[src/rtl/sgd_pkg.sv]
package sgd_pkg;
  localparam int WORD_W   = 32;
  localparam int LEN_W    = 16;
  localparam int OWN_BIT  = 31;
  localparam int RINC_BIT = 16;
  localparam int WINC_BIT = 17;
  localparam int PKT_BIT  = 18;

  // byte offsets of the words inside one descriptor
  localparam logic [4:0] OFF_SRC = 5'd0;
  localparam logic [4:0] OFF_DST = 5'd4;
  localparam logic [4:0] OFF_NXT = 5'd8;
  localparam logic [4:0] OFF_CTL = 5'd12;
  localparam logic [4:0] OFF_STS = 5'd16;

  typedef struct packed {
    logic [WORD_W-1:0] addr;
    logic [LEN_W-1:0]  len;
    logic              incr;
  } rd_cmd_t;

  typedef struct packed {
    logic [WORD_W-1:0] addr;
    logic [LEN_W-1:0]  len;
    logic              incr;
    logic              pkt;
  } wr_cmd_t;

  typedef struct packed {
    logic [WORD_W-1:0] ptr;
    logic [WORD_W-1:0] ctl;
  } trk_t;

  typedef enum logic [2:0] {F_IDLE, F_READ, F_ISSUE, F_HOLD, F_DRAIN} fetch_st_t;
  typedef enum logic [1:0] {W_IDLE, W_SIZE, W_CTL} wb_st_t;
endpackage

[src/rtl/sgd_fifo.sv]
module sgd_fifo #(
  parameter int W     = 8,
  parameter int DEPTH = 2,
  localparam int PW   = (DEPTH > 1) ? $clog2(DEPTH) : 1,
  localparam int CW   = $clog2(DEPTH + 1)
) (
  input  logic          clk,
  input  logic          rst,
  input  logic          push,
  input  logic [W-1:0]  din,
  input  logic          pop,
  output logic [W-1:0]  dout,
  output logic          full,
  output logic          empty,
  output logic [CW-1:0] count
);
  logic [W-1:0]  store [DEPTH];
  logic [PW-1:0] wp, rp;
  logic [CW-1:0] cnt;

  function automatic logic [PW-1:0] bump(input logic [PW-1:0] p);
    return (p == PW'(DEPTH - 1)) ? '0 : p + 1'b1;
  endfunction

  always_ff @(posedge clk) begin
    if (push) store[wp] <= din;
  end

  always_ff @(posedge clk) begin
    if (rst) begin
      wp  <= '0;
      rp  <= '0;
      cnt <= '0;
    end else begin
      if (push) wp <= bump(wp);
      if (pop)  rp <= bump(rp);
      cnt <= cnt + CW'(push) - CW'(pop);
    end
  end

  assign dout  = store[rp];
  assign count = cnt;
  assign full  = (cnt == CW'(DEPTH));
  assign empty = (cnt == '0);

  assert_no_overflow_R6: assert property (@(posedge clk) disable iff (rst)
    push |-> (!full || pop));
  assert_no_underflow_R7: assert property (@(posedge clk) disable iff (rst)
    pop |-> !empty);
endmodule

[src/rtl/sgd_fetch.sv]
module sgd_fetch import sgd_pkg::*; #(
  parameter int MAX_OUT = 2,
  localparam int CW     = $clog2(MAX_OUT + 1)
) (
  input  logic              clk,
  input  logic              rst,
  input  logic              start,
  input  logic [WORD_W-1:0] head,
  input  logic [CW-1:0]     trk_count,
  input  logic              trk_empty,
  output logic              rd_req,
  output logic [WORD_W-1:0] rd_addr,
  input  logic              rd_valid,
  input  logic [WORD_W-1:0] rd_data,
  output logic              issue,
  output rd_cmd_t           rcmd,
  output wr_cmd_t           wcmd,
  output trk_t              trk_ent,
  output logic              finish
);
  fetch_st_t         st;
  logic [1:0]        widx;
  logic [WORD_W-1:0] cur, src_q, dst_q, nxt_q, ctl_q;

  always_ff @(posedge clk) begin
    if (rst) begin
      st      <= F_IDLE;
      rd_req  <= 1'b0;
      rd_addr <= '0;
      widx    <= '0;
      cur     <= '0;
      src_q   <= '0;
      dst_q   <= '0;
      nxt_q   <= '0;
      ctl_q   <= '0;
    end else begin
      case (st)
        F_IDLE: if (start) begin
          cur     <= head;
          rd_req  <= 1'b1;
          rd_addr <= head + WORD_W'(OFF_CTL);
          widx    <= 2'd0;
          st      <= F_READ;
        end
        F_READ: if (rd_valid) begin
          case (widx)
            2'd0: begin
              ctl_q <= rd_data;
              if (!rd_data[OWN_BIT]) begin
                rd_req <= 1'b0;
                st     <= F_DRAIN;
              end else begin
                rd_addr <= cur + WORD_W'(OFF_SRC);
                widx    <= 2'd1;
              end
            end
            2'd1: begin
              src_q   <= rd_data;
              rd_addr <= cur + WORD_W'(OFF_DST);
              widx    <= 2'd2;
            end
            2'd2: begin
              dst_q   <= rd_data;
              rd_addr <= cur + WORD_W'(OFF_NXT);
              widx    <= 2'd3;
            end
            default: begin
              nxt_q  <= rd_data;
              rd_req <= 1'b0;
              st     <= F_ISSUE;
            end
          endcase
        end
        F_ISSUE: begin
          cur <= nxt_q;
          st  <= F_HOLD;
        end
        F_HOLD: if (trk_count < CW'(MAX_OUT)) begin
          rd_req  <= 1'b1;
          rd_addr <= cur + WORD_W'(OFF_CTL);
          widx    <= 2'd0;
          st      <= F_READ;
        end
        F_DRAIN: if (trk_empty) st <= F_IDLE;
        default: st <= F_IDLE;
      endcase
    end
  end

  assign issue   = (st == F_ISSUE);
  assign finish  = (st == F_DRAIN) && trk_empty;
  assign rcmd    = '{addr: src_q, len: ctl_q[LEN_W-1:0], incr: ctl_q[RINC_BIT]};
  assign wcmd    = '{addr: dst_q, len: ctl_q[LEN_W-1:0], incr: ctl_q[WINC_BIT],
                     pkt: ctl_q[PKT_BIT]};
  assign trk_ent = '{ptr: cur, ctl: ctl_q};

  assert_fetch_window_R6: assert property (@(posedge clk) disable iff (rst)
    rd_req |-> (trk_count < CW'(MAX_OUT)));
  assert_read_hold_R3: assert property (@(posedge clk) disable iff (rst)
    (rd_req && !rd_valid) |=> (rd_req && $stable(rd_addr)));
  assert_issue_owned_R5: assert property (@(posedge clk) disable iff (rst)
    issue |-> ctl_q[OWN_BIT]);
endmodule

[src/rtl/sgd_writeback.sv]
module sgd_writeback import sgd_pkg::*; (
  input  logic              clk,
  input  logic              rst,
  input  logic              trk_empty,
  input  trk_t              trk_head,
  output logic              trk_pop,
  input  logic              sts_valid,
  output logic              sts_ready,
  input  logic [WORD_W-1:0] sts_bytes,
  output logic              wr_req,
  output logic [WORD_W-1:0] wr_addr,
  output logic [WORD_W-1:0] wr_data,
  input  logic              wr_ack
);
  wb_st_t            st;
  logic [WORD_W-1:0] ctl_ret;

  always_comb begin
    ctl_ret          = trk_head.ctl;
    ctl_ret[OWN_BIT] = 1'b0;
  end

  always_ff @(posedge clk) begin
    if (rst) begin
      st      <= W_IDLE;
      wr_req  <= 1'b0;
      wr_addr <= '0;
      wr_data <= '0;
    end else begin
      case (st)
        W_IDLE: if (sts_valid && sts_ready) begin
          wr_req  <= 1'b1;
          wr_addr <= trk_head.ptr + WORD_W'(OFF_STS);
          wr_data <= sts_bytes;
          st      <= W_SIZE;
        end
        W_SIZE: if (wr_ack) begin
          wr_addr <= trk_head.ptr + WORD_W'(OFF_CTL);
          wr_data <= ctl_ret;
          st      <= W_CTL;
        end
        W_CTL: if (wr_ack) begin
          wr_req <= 1'b0;
          st     <= W_IDLE;
        end
        default: st <= W_IDLE;
      endcase
    end
  end

  assign sts_ready = (st == W_IDLE) && !trk_empty;
  assign trk_pop   = (st == W_CTL) && wr_ack;

  assert_write_hold_R7: assert property (@(posedge clk) disable iff (rst)
    (wr_req && !wr_ack) |=> (wr_req && $stable(wr_addr) && $stable(wr_data)));
endmodule

[src/rtl/sgd_walker.sv]
module sgd_walker import sgd_pkg::*; #(
  parameter int MAX_OUT = 2
) (
  input  logic              clk,
  input  logic              rst,
  input  logic              csr_we,
  input  logic [1:0]        csr_addr,
  input  logic [WORD_W-1:0] csr_wdata,
  output logic [WORD_W-1:0] csr_rdata,
  output logic              irq,
  output logic              rd_req,
  output logic [WORD_W-1:0] rd_addr,
  input  logic              rd_valid,
  input  logic [WORD_W-1:0] rd_data,
  output logic              wr_req,
  output logic [WORD_W-1:0] wr_addr,
  output logic [WORD_W-1:0] wr_data,
  input  logic              wr_ack,
  output logic              rcmd_valid,
  input  logic              rcmd_ready,
  output logic [WORD_W-1:0] rcmd_src,
  output logic [LEN_W-1:0]  rcmd_len,
  output logic              rcmd_incr,
  output logic              wcmd_valid,
  input  logic              wcmd_ready,
  output logic [WORD_W-1:0] wcmd_dst,
  output logic [LEN_W-1:0]  wcmd_len,
  output logic              wcmd_incr,
  output logic              wcmd_pkt,
  input  logic              sts_valid,
  output logic              sts_ready,
  input  logic [WORD_W-1:0] sts_bytes
);
  localparam int CW = $clog2(MAX_OUT + 1);
  localparam int RW = $bits(rd_cmd_t);
  localparam int WW = $bits(wr_cmd_t);
  localparam int TW = $bits(trk_t);

  logic [WORD_W-1:0] head_q;
  logic              busy_q, done_q, start, finish, issue;
  rd_cmd_t           rcmd_in, rcmd_out;
  wr_cmd_t           wcmd_in, wcmd_out;
  trk_t              trk_in, trk_out;
  logic [RW-1:0]     rq_dout;
  logic [WW-1:0]     wq_dout;
  logic [TW-1:0]     tq_dout;
  logic              rq_full, rq_empty, wq_full, wq_empty, tq_full, tq_empty, tq_pop;
  logic [CW-1:0]     rq_cnt, wq_cnt, tq_cnt;

  assign start = csr_we && (csr_addr == 2'd1) && csr_wdata[0] && !busy_q;

  always_ff @(posedge clk) begin
    if (rst) begin
      head_q    <= '0;
      busy_q    <= 1'b0;
      done_q    <= 1'b0;
      csr_rdata <= '0;
    end else begin
      if (csr_we && (csr_addr == 2'd0)) head_q <= csr_wdata;
      if (start) begin
        busy_q <= 1'b1;
        done_q <= 1'b0;
      end else if (finish) begin
        busy_q <= 1'b0;
        done_q <= 1'b1;
      end else if (csr_we && (csr_addr == 2'd1) && csr_wdata[1]) begin
        done_q <= 1'b0;
      end
      case (csr_addr)
        2'd0:    csr_rdata <= head_q;
        2'd1:    csr_rdata <= {{(WORD_W-2){1'b0}}, done_q, busy_q};
        default: csr_rdata <= '0;
      endcase
    end
  end

  assign irq = done_q;

  sgd_fetch #(.MAX_OUT(MAX_OUT)) u_fetch (
    .clk, .rst, .start, .head(head_q), .trk_count(tq_cnt), .trk_empty(tq_empty),
    .rd_req, .rd_addr, .rd_valid, .rd_data, .issue,
    .rcmd(rcmd_in), .wcmd(wcmd_in), .trk_ent(trk_in), .finish
  );

  sgd_fifo #(.W(RW), .DEPTH(MAX_OUT)) u_rq (
    .clk, .rst, .push(issue), .din(rcmd_in), .pop(rcmd_valid && rcmd_ready),
    .dout(rq_dout), .full(rq_full), .empty(rq_empty), .count(rq_cnt)
  );

  sgd_fifo #(.W(WW), .DEPTH(MAX_OUT)) u_wq (
    .clk, .rst, .push(issue), .din(wcmd_in), .pop(wcmd_valid && wcmd_ready),
    .dout(wq_dout), .full(wq_full), .empty(wq_empty), .count(wq_cnt)
  );

  sgd_fifo #(.W(TW), .DEPTH(MAX_OUT)) u_tq (
    .clk, .rst, .push(issue), .din(trk_in), .pop(tq_pop),
    .dout(tq_dout), .full(tq_full), .empty(tq_empty), .count(tq_cnt)
  );

  assign rcmd_out   = rq_dout;
  assign wcmd_out   = wq_dout;
  assign trk_out    = tq_dout;
  assign rcmd_valid = !rq_empty;
  assign wcmd_valid = !wq_empty;
  assign rcmd_src   = rcmd_out.addr;
  assign rcmd_len   = rcmd_out.len;
  assign rcmd_incr  = rcmd_out.incr;
  assign wcmd_dst   = wcmd_out.addr;
  assign wcmd_len   = wcmd_out.len;
  assign wcmd_incr  = wcmd_out.incr;
  assign wcmd_pkt   = wcmd_out.pkt;

  sgd_writeback u_wb (
    .clk, .rst, .trk_empty(tq_empty), .trk_head(trk_out), .trk_pop(tq_pop),
    .sts_valid, .sts_ready, .sts_bytes, .wr_req, .wr_addr, .wr_data, .wr_ack
  );

  assert_ready_busy_R10: assert property (@(posedge clk) disable iff (rst)
    sts_ready |-> busy_q);
  assert_irq_idle_R8: assert property (@(posedge clk) disable iff (rst)
    $rose(irq) |-> !busy_q);
  assert_cmd_bound_R6: assert property (@(posedge clk) disable iff (rst)
    (rq_cnt <= tq_cnt) && (wq_cnt <= tq_cnt));
  assert_issue_room_R6: assert property (@(posedge clk) disable iff (rst)
    issue |-> (!rq_full && !wq_full && !tq_full));
  assert_start_ignored_R9: assert property (@(posedge clk) disable iff (rst)
    (busy_q && !finish) |=> busy_q);
endmodule

[config.mk]
export PLATFORM = sky130hd
export DESIGN_NAME = sgd_walker
export DESIGN_NICKNAME = d
export VERILOG_FILES = /design/src/rtl/sgd_pkg.sv /design/src/rtl/sgd_fifo.sv /design/src/rtl/sgd_fetch.sv /design/src/rtl/sgd_writeback.sv /design/src/rtl/sgd_walker.sv
export SDC_FILE = /design/constraint.sdc
export NUM_CORES = 1
export LEC_CHECK = 0
export BUFFER_PORTS_ARGS = -buffer_cell sky130_fd_sc_hd__buf_4
export CAP_MARGIN = 10
export CORE_MARGIN = 3
export CORE_UTILIZATION = 45
export CTS_CLUSTER_SIZE = 25
export DETAILED_ROUTE_END_ITERATION = 8
export GPL_TIMING_DRIVEN = 0
export PLACE_DENSITY = 0.67
export SYNTH_ARGS = -nofsm -noshare
export SYNTH_HDL_FRONTEND = slang
export SYNTH_SLANG_ARGS = --single-unit
[constraint.sdc]
create_clock -name clk -period 4.55 [get_ports clk]
set_input_delay 0.455 -clock clk [delete_from_list [all_inputs] [get_ports clk]]
set_output_delay 0.455 -clock clk [all_outputs]
set_load 0.02 [all_outputs]
==> results of run 1 <==
==> final cells by class <==
cell class,count,area [µm²]
multi-input cells,1708,10100
clock buffers,108,2050
plain buffers,188,757
repair buffers,343,2690
well taps,782,978
clock inverters,21,339
inverters,25,93.8
flip-flops and latches,669,16600
fillers,5175,26800
==> critical path, delay by kind of cell, from the launching register on <==
family | cells | cell delay [ns]
buffers and inverters | 4 | 1.67
AO/OA/AOI/OAI | 2 | 1.00
AND/OR/NAND/NOR | 2 | 0.57
flip-flops | 1 | 0.40
adder cells (fa/ha/maj) | 1 | 0.28
==> worst paths after layout <==
| check | start | end | slack (ns) | depth (start not counted) |
|---|---|---|---|---|
| worst max-delay path | u_fetch.widx[0] | u_fetch.rd_addr[22] | 0.49 | 9 |
| worst min-delay path | csr_addr[1] | csr_rdata[0] | 0.04 | 2 |
| worst min register to register | u_fetch.src_q[26] | u_rq.store[1][43] | 0.45 | 0 |
| worst max register to register | u_fetch.widx[0] | u_fetch.rd_addr[22] | 0.49 | 9 |
==> cells by family after synthesis <==
| logic type | after synthesis | synth area share [%] |
|---|---|---|
| XOR/XNOR | 75 | 2.38 |
| buffers and inverters | 213 | 3.09 |
| AO/OA/AOI/OAI | 484 | 11.0 |
| multiplexers | 183 | 7.17 |
| AND/OR/NAND/NOR | 952 | 15.3 |
| adder cells (fa/ha/maj) | 14 | 0.636 |
| flip-flops | 669 | 60.4 |
==> through the flow <==
| step | total power (W) | worst slack (ns) |
|---|---|---|
| 6_report | 0.0133 | 0.485 |
| 3_5_place_dp | 0.00754 | 0.538 |
| 2_1_floorplan | 0.00704 | 0.279 |
| 4_1_cts | 0.0133 | 0.517 |
| 5_1_grt | 0.0137 | 0.278 |
| 3_3_place_gp | 0.00753 | -2.22 |
==> sequential cells by signal, indices dropped and copies added (netlist names), 3 cells and up, named ones only <==
name	flops
u_tq.store	126
u_wq.store	100
u_rq.store	98
csr_rdata	32
head_q	32
u_fetch.cur	32
u_fetch.dst_q	32
u_fetch.nxt_q	32
u_fetch.rd_addr	32
u_fetch.src_q	32
u_wb.wr_addr	32
u_wb.wr_data	32
u_fetch.ctl_q	31
u_fetch.st	3
==> Yosys cell counts (all sizes together), types with 44 or more instances <==
cell / number
nor2: 137
mux2i: 72
edfxtp: 324
o211ai: 47
mux2: 111
clkbuf: 136
a21oi: 256
nand2: 564
o21ai: 44
dfxtp: 345
buf: 52
nand3: 48
==> report_power, final <==
| group | total (W) | leakage [nW] | switching, W | internal [W] |
|---|---|---|---|---|
| Combinational | 0.000993 | 4.76 | 0.000615 | 0.000378 |
| Clock | 0.00587 | 1.16 | 0.00244 | 0.00343 |
| Sequential | 0.00642 | 6.12 | 0.0000879 | 0.00634 |
| Total | 0.0133 | 12.0 | 0.00314 | 0.0101 |
==> routing by layer <==
metal	global-route usage, %	vias up
met1	38.9	10700
met4	12.2	0
met3	5.09	201
li1	-	10000
met5	0	-
met2	47.8	998
==> results.py, run 1 <==
metrics = {
    "status": {
        "status": "finished, final reports clean",
    },
    "critical_path": {
        "cp-start-kind": "flop",
        "critPathArrivalTime_ns": 4.54,
        "crit_type": "reg -> reg",
        "critPathMaxFanout": 10,
        "slowest_delay_ns": 0.63,
        "slowest_stage": "a211oi_1",
        "worst_ep_required_time_ns": 5.03,
        "path_common_cell": "clkbuf_1",
        "crit_chain": "inv_1, ha_1, clkbuf_1, clkinv_1, o211ai_1, nand3b_1, clkbuf_1, a211oi_1, nor3_1",
        "cp-end-kind": "flop",
    },
    "cts": {
        "clk_latency_ns": 0.62,
        "root_buffer": "clkbuf_16",
        "cts-hold-fix-buffers": 0,
        "post-cts-setup-buffers": 0,
        "clkTransAtPathRegs_ns": 0.06,
        "cts.sinks": 669,
        "post_cts_resized": 0,
        "cts_tree": "built",
        "htree_levels": 3,
        "cts_buffers": 70,
        "clockBufferDepth": 3,
    },
    "route": {
        "dr_wl_met3_um": 7660,
        "first_iter_violations": 2085,
        "drt_first_pass_iters": 6,
        "wl_met2_um": 45000,
        "viasPerCell": 5.71,
        "wl_met1_um": 39700,
        "num_vias": 21900,
        "post_drt_wl_per_cell_um": 25.0,
        "route.top_layer_used": "met4",
        "drtAntennaViolNets": 0,
        "wl_um": 96200,
        "drc": 0,
    },
    "global_route": {
        "antenna_found_initial": 1,
        "grt_max_degree": 64,
        "grt_pass1_wl_um": 139000,
        "grt-ovfl-total": 0,
        "grt_pass1_vias": 21700,
        "grtUsageTotal_pct": 29.4,
    },
    "die": {
        "rows": 90,
        "fp.dieArea_um2": 64200,
        "die_h_um": 253,
        "ios": 339,
        "initial_core_util_pct": 45.6,
        "fp.dieW_um": 253,
        "coreArea_um2": 60500,
    },
    "finish": {
        "antenna_cells": 0,
        "final_cell_mix": "nand2_1 (563), dfxtp_1 (345), buf_4 (338), edfxtp_1 (324), a21oi_1 (256)",
        "num-nets-final": 3125,
        "stdcell_area_um2": 33600,
        "final_common_cell": "nand2_1",
        "final_layout_size_suffix_gt1_share_pct": 20.0,
        "fin_util_pct": 55.6,
        "area_growth_pct": 22.1,
        "final_cells": 3844,
    },
    "logic_synthesis": {
        "syn_area_um2": 27600,
        "ys.flop_type": "dfxtp_1",
        "syn_inst": 2590,
        "netlist.area_leader.share_pct": 35.3,
        "ys_seq_area_share_pct": 60.4,
        "synthArstFlopShare_pct": 0,
        "synth_seq_cells": 669,
        "yosys-top-cells-area": "edfxtp_1 (35%), dfxtp_1 (25%), nand2_1 (7.7%)",
        "syn_area_per_cell_um2": 10.6,
        "synth_nets": 2710,
        "yosysWarnings": 0,
        "synth_largest_area_cell": "edfxtp_1",
        "yosysUniqueCellTypes": 85,
        "synth_edf_count": 324,
    },
    "power_and_ir_drop": {
        "vdd_ir_drop_max_mv": 0.249,
        "leakage_nw": 12.0,
        "power_density_nw_per_um2": 395,
    },
    "placed_design": {
        "routabilityCongestion": 0.979,
        "placed_cell_area_um2": 31200,
        "post-dp-hpwl_um": 72700,
        "port_buffers": 336,
        "dpl.cell_count": 3715,
    },
    "timing": {
        "final_max_slew_viol_count": 0,
        "period_needed_ns": 4.06,
        "skew_ns": 0.0359,
        "worst_slew_pin_slew_ns": 1.19,
        "setup_viol": 0,
        "grt_setup_unrepaired": "false",
        "min_period_over_period_pct": 89.3,
        "max_freq_mhz": 246,
        "final.setup.tns_ns": 0,
        "hold_viol_final": 0,
        "relSlewSlack_pct": 19.8,
        "hold_slack_ns": 0.0398,
    },
    "flow_run": {
        "maxCapViolCount": 0,
    },
    "min_path": {
        "hold_path_class": "in -> reg",
    },
}
Note: power is estimated with default switching activity, not from simulation.
==> run 2: changes to the inputs <==
Settings changed: CORE_ASPECT_RATIO set to 1.5.
==> run 2 against run 1 <==
  * Flip-flop and latch count is the same
  * Design area down 0.84%
  * Total power shrank 3.8%
  * Clock power decreased by 8.7%
  * Worst hold slack lost 0.0079 ns
  * Critical path type unchanged
  * Highest routed layer unchanged
==> results.py, run 2 (synthesis results as in run 1) <==
metrics = {
    "status": {
        "status": "finished, final reports clean",
    },
    "route": {
        "drc": 0,
        "drt_first_pass_iters": 5,
        "wl_um": 99800,
        "first_iter_violations": 1729,
        "drtAntennaViolNets": 0,
        "post_drt_wl_per_cell_um": 26.0,
        "viasPerCell": 5.70,
        "num_vias": 21800,
    },
    "power_and_ir_drop": {
        "sequentialPowerShare_pct": 50.3,
        "clockPowerShare_pct": 41.9,
        "power_density_nw_per_um2": 383,
        "switching_power_w": 0.00304,
        "power_switching_share_pct": 23.8,
        "vdd_ir_drop_max_mv": 0.300,
        "combPwrFrac_pct": 7.8,
        "power.internal_w": 0.00974,
        "leakage_nw": 11.9,
    },
    "global_route": {
        "use_met1_pct": 32.5,
        "grt_max_degree": 64,
        "use_met3_pct": 3.77,
        "globalRouteMet2Util_pct": 56.3,
        "grt_pass1_wl_um": 143000,
        "grt_busiest_layer": "met2",
        "grt-ovfl-total": 0,
        "grtUsageTotal_pct": 29.9,
        "antenna_found_initial": 1,
        "grt_pass1_vias": 21900,
    },
    "cts": {
        "clkTransAtPathRegs_ns": 0.07,
        "cts_tree": "built",
        "root_buffer": "clkbuf_16",
        "clk_latency_ns": 0.65,
        "cts-hold-fix-buffers": 0,
        "cts_buffers": 60,
        "post_cts_resized": 0,
        "post-cts-setup-buffers": 0,
        "htree_levels": 2,
        "clockBufferDepth": 3,
        "cts.sinks": 669,
    },
    "finish": {
        "final_layout_size_suffix_gt1_share_pct": 20.0,
        "area_growth_pct": 21.0,
        "final_cell_mix": "nand2_1 (563), dfxtp_1 (345), buf_4 (338), edfxtp_1 (324), a21oi_1 (256)",
        "largest_register_ffs": 126,
        "antenna_cells": 0,
        "reg_top3": "u_tq.store: 126 flops, u_wq.store: 100 flops, u_rq.store: 98 flops",
        "regMostFlops": "u_tq.store",
        "num-nets-final": 3116,
        "final_cells": 3832,
        "final_common_cell": "nand2_1",
    },
    "timing": {
        "setup_viol": 0,
        "fin_ws_ns": 0.221,
        "skew_ns": 0.0260,
        "max_freq_mhz": 231,
        "grt_setup_unrepaired": "false",
        "period_needed_ns": 4.33,
        "hold_slack_ns": 0.0319,
        "worst_slew_pin_slew_ns": 1.28,
        "final_max_slew_viol_count": 0,
        "hold_viol_final": 0,
        "final.setup.tns_ns": 0,
        "relSlewSlack_pct": 13.7,
        "min_period_over_period_pct": 95.2,
    },
    "critical_path": {
        "slowest_stage": "clkbuf_1",
        "cp-end-kind": "flop",
        "path_delay_family": "buffers and inverters",
        "crit_chain": "inv_1, ha_1, clkbuf_1, clkinv_1, o211ai_1, and3b_1, buf_2, clkbuf_1, o211ai_1, a31oi_1",
        "crit_type": "reg -> reg",
        "cp-start-kind": "flop",
        "path_buf_inv": 5,
        "worst_ep_required_time_ns": 5.11,
        "critPathMaxFanout": 10,
        "slowest_delay_ns": 0.73,
        "critPathArrivalTime_ns": 4.89,
    },
    "flow_run": {
        "maxCapViolCount": 0,
    },
    "placed_design": {
        "place_ws_ns": 0.356,
        "post-dp-hpwl_um": 76400,
        "dpl.cell_count": 3718,
        "routabilityCongestion": 0.991,
        "port_buffers": 336,
    },
    "die": {
        "fp.dieW_um": 208,
        "rows": 110,
        "die_h_um": 309,
        "initial_core_util_pct": 45.7,
        "fp.dieArea_um2": 64300,
        "ios": 339,
        "coreArea_um2": 60300,
    },
    "min_path": {
        "hold_path_class": "in -> reg",
    },
}
==> run 2: cell types whose count changed in the layout (fill, tap and decap cells not counted), moves of 2 or more <==
cell | previous run | this run
buf_16 | 3 | 1
clkbuf_16 | 71 | 62
bufinv_16 | 5 | 8
inv_6 | 1 | 3
clkbuf_1 | 160 | 147
clkinv_2 | 5 | 16
clkbuf_8 | 13 | 3
buf_12 | 4 | 6
==> run 2: power by group through the flow <==
stage / registers [W] / logic [W] / clock network [W]
6_report: 0.00642 / 0.00100 / 0.00536
2_1_floorplan: 0.00653 / 0.000512 / 0
5_1_grt: 0.00642 / 0.00106 / 0.00565
3_3_place_gp: 0.00655 / 0.000993 / 0
4_1_cts: 0.00642 / 0.00100 / 0.00540
3_5_place_dp: 0.00655 / 0.000996 / 0
==> run 2: layer usage <==
layer,up-vias,wire [µm],share of wire (%)
met5,-,0,0
met4,0,6520,6.5
met3,236,5390,5.4
met2,848,52600,53
met1,10800,35300,35
li1,10000,-,-
==> run 2: final timing paths <==
path	endpoint	depth (start not counted)	slack, ns	from
setup / recovery	u_fetch.rd_addr[30]	10	0.22	u_fetch.widx[0]
hold / removal	csr_rdata[1]	2	0.03	csr_addr[1]
setup reg to reg	u_fetch.rd_addr[30]	10	0.22	u_fetch.widx[0]
hold reg to reg	u_wb.wr_data[5]	2	0.45	u_wb.wr_data[5]
==> run 2: layout make-up <==
class	instances	area (µm²)
inverters	25	93.8
plain buffers	188	757
multi-input cells	1708	10100
well taps	784	981
repair buffers	344	2690
fillers	5251	26900
flip-flops and latches	669	16600
clock inverters	38	467
clock buffers	76	1630
==> run 2: through the flow <==
stage | area [µm²] | power, W | utilization [%]
final | 33300 | 0.0128 | 55.3
after global routing | 33300 | 0.0131 | 55.3
after CTS | 33300 | 0.0128 | 55.3
after detailed placement | 31200 | 0.00755 | 51.8
after global placement | 31100 | 0.00754 | 51.5
after floorplan | 27600 | 0.00704 | -
==> run 2: worst reg2reg max path: stages (launching register included) <==
cell      delay [ns]
dfxtp_1         0.39
inv_1           0.09
ha_1            0.28
clkbuf_1        0.63
clkinv_1        0.67
o211ai_1        0.39
and3b_1         0.19
buf_2           0.24
clkbuf_1        0.73
o211ai_1        0.37
a31oi_1         0.26
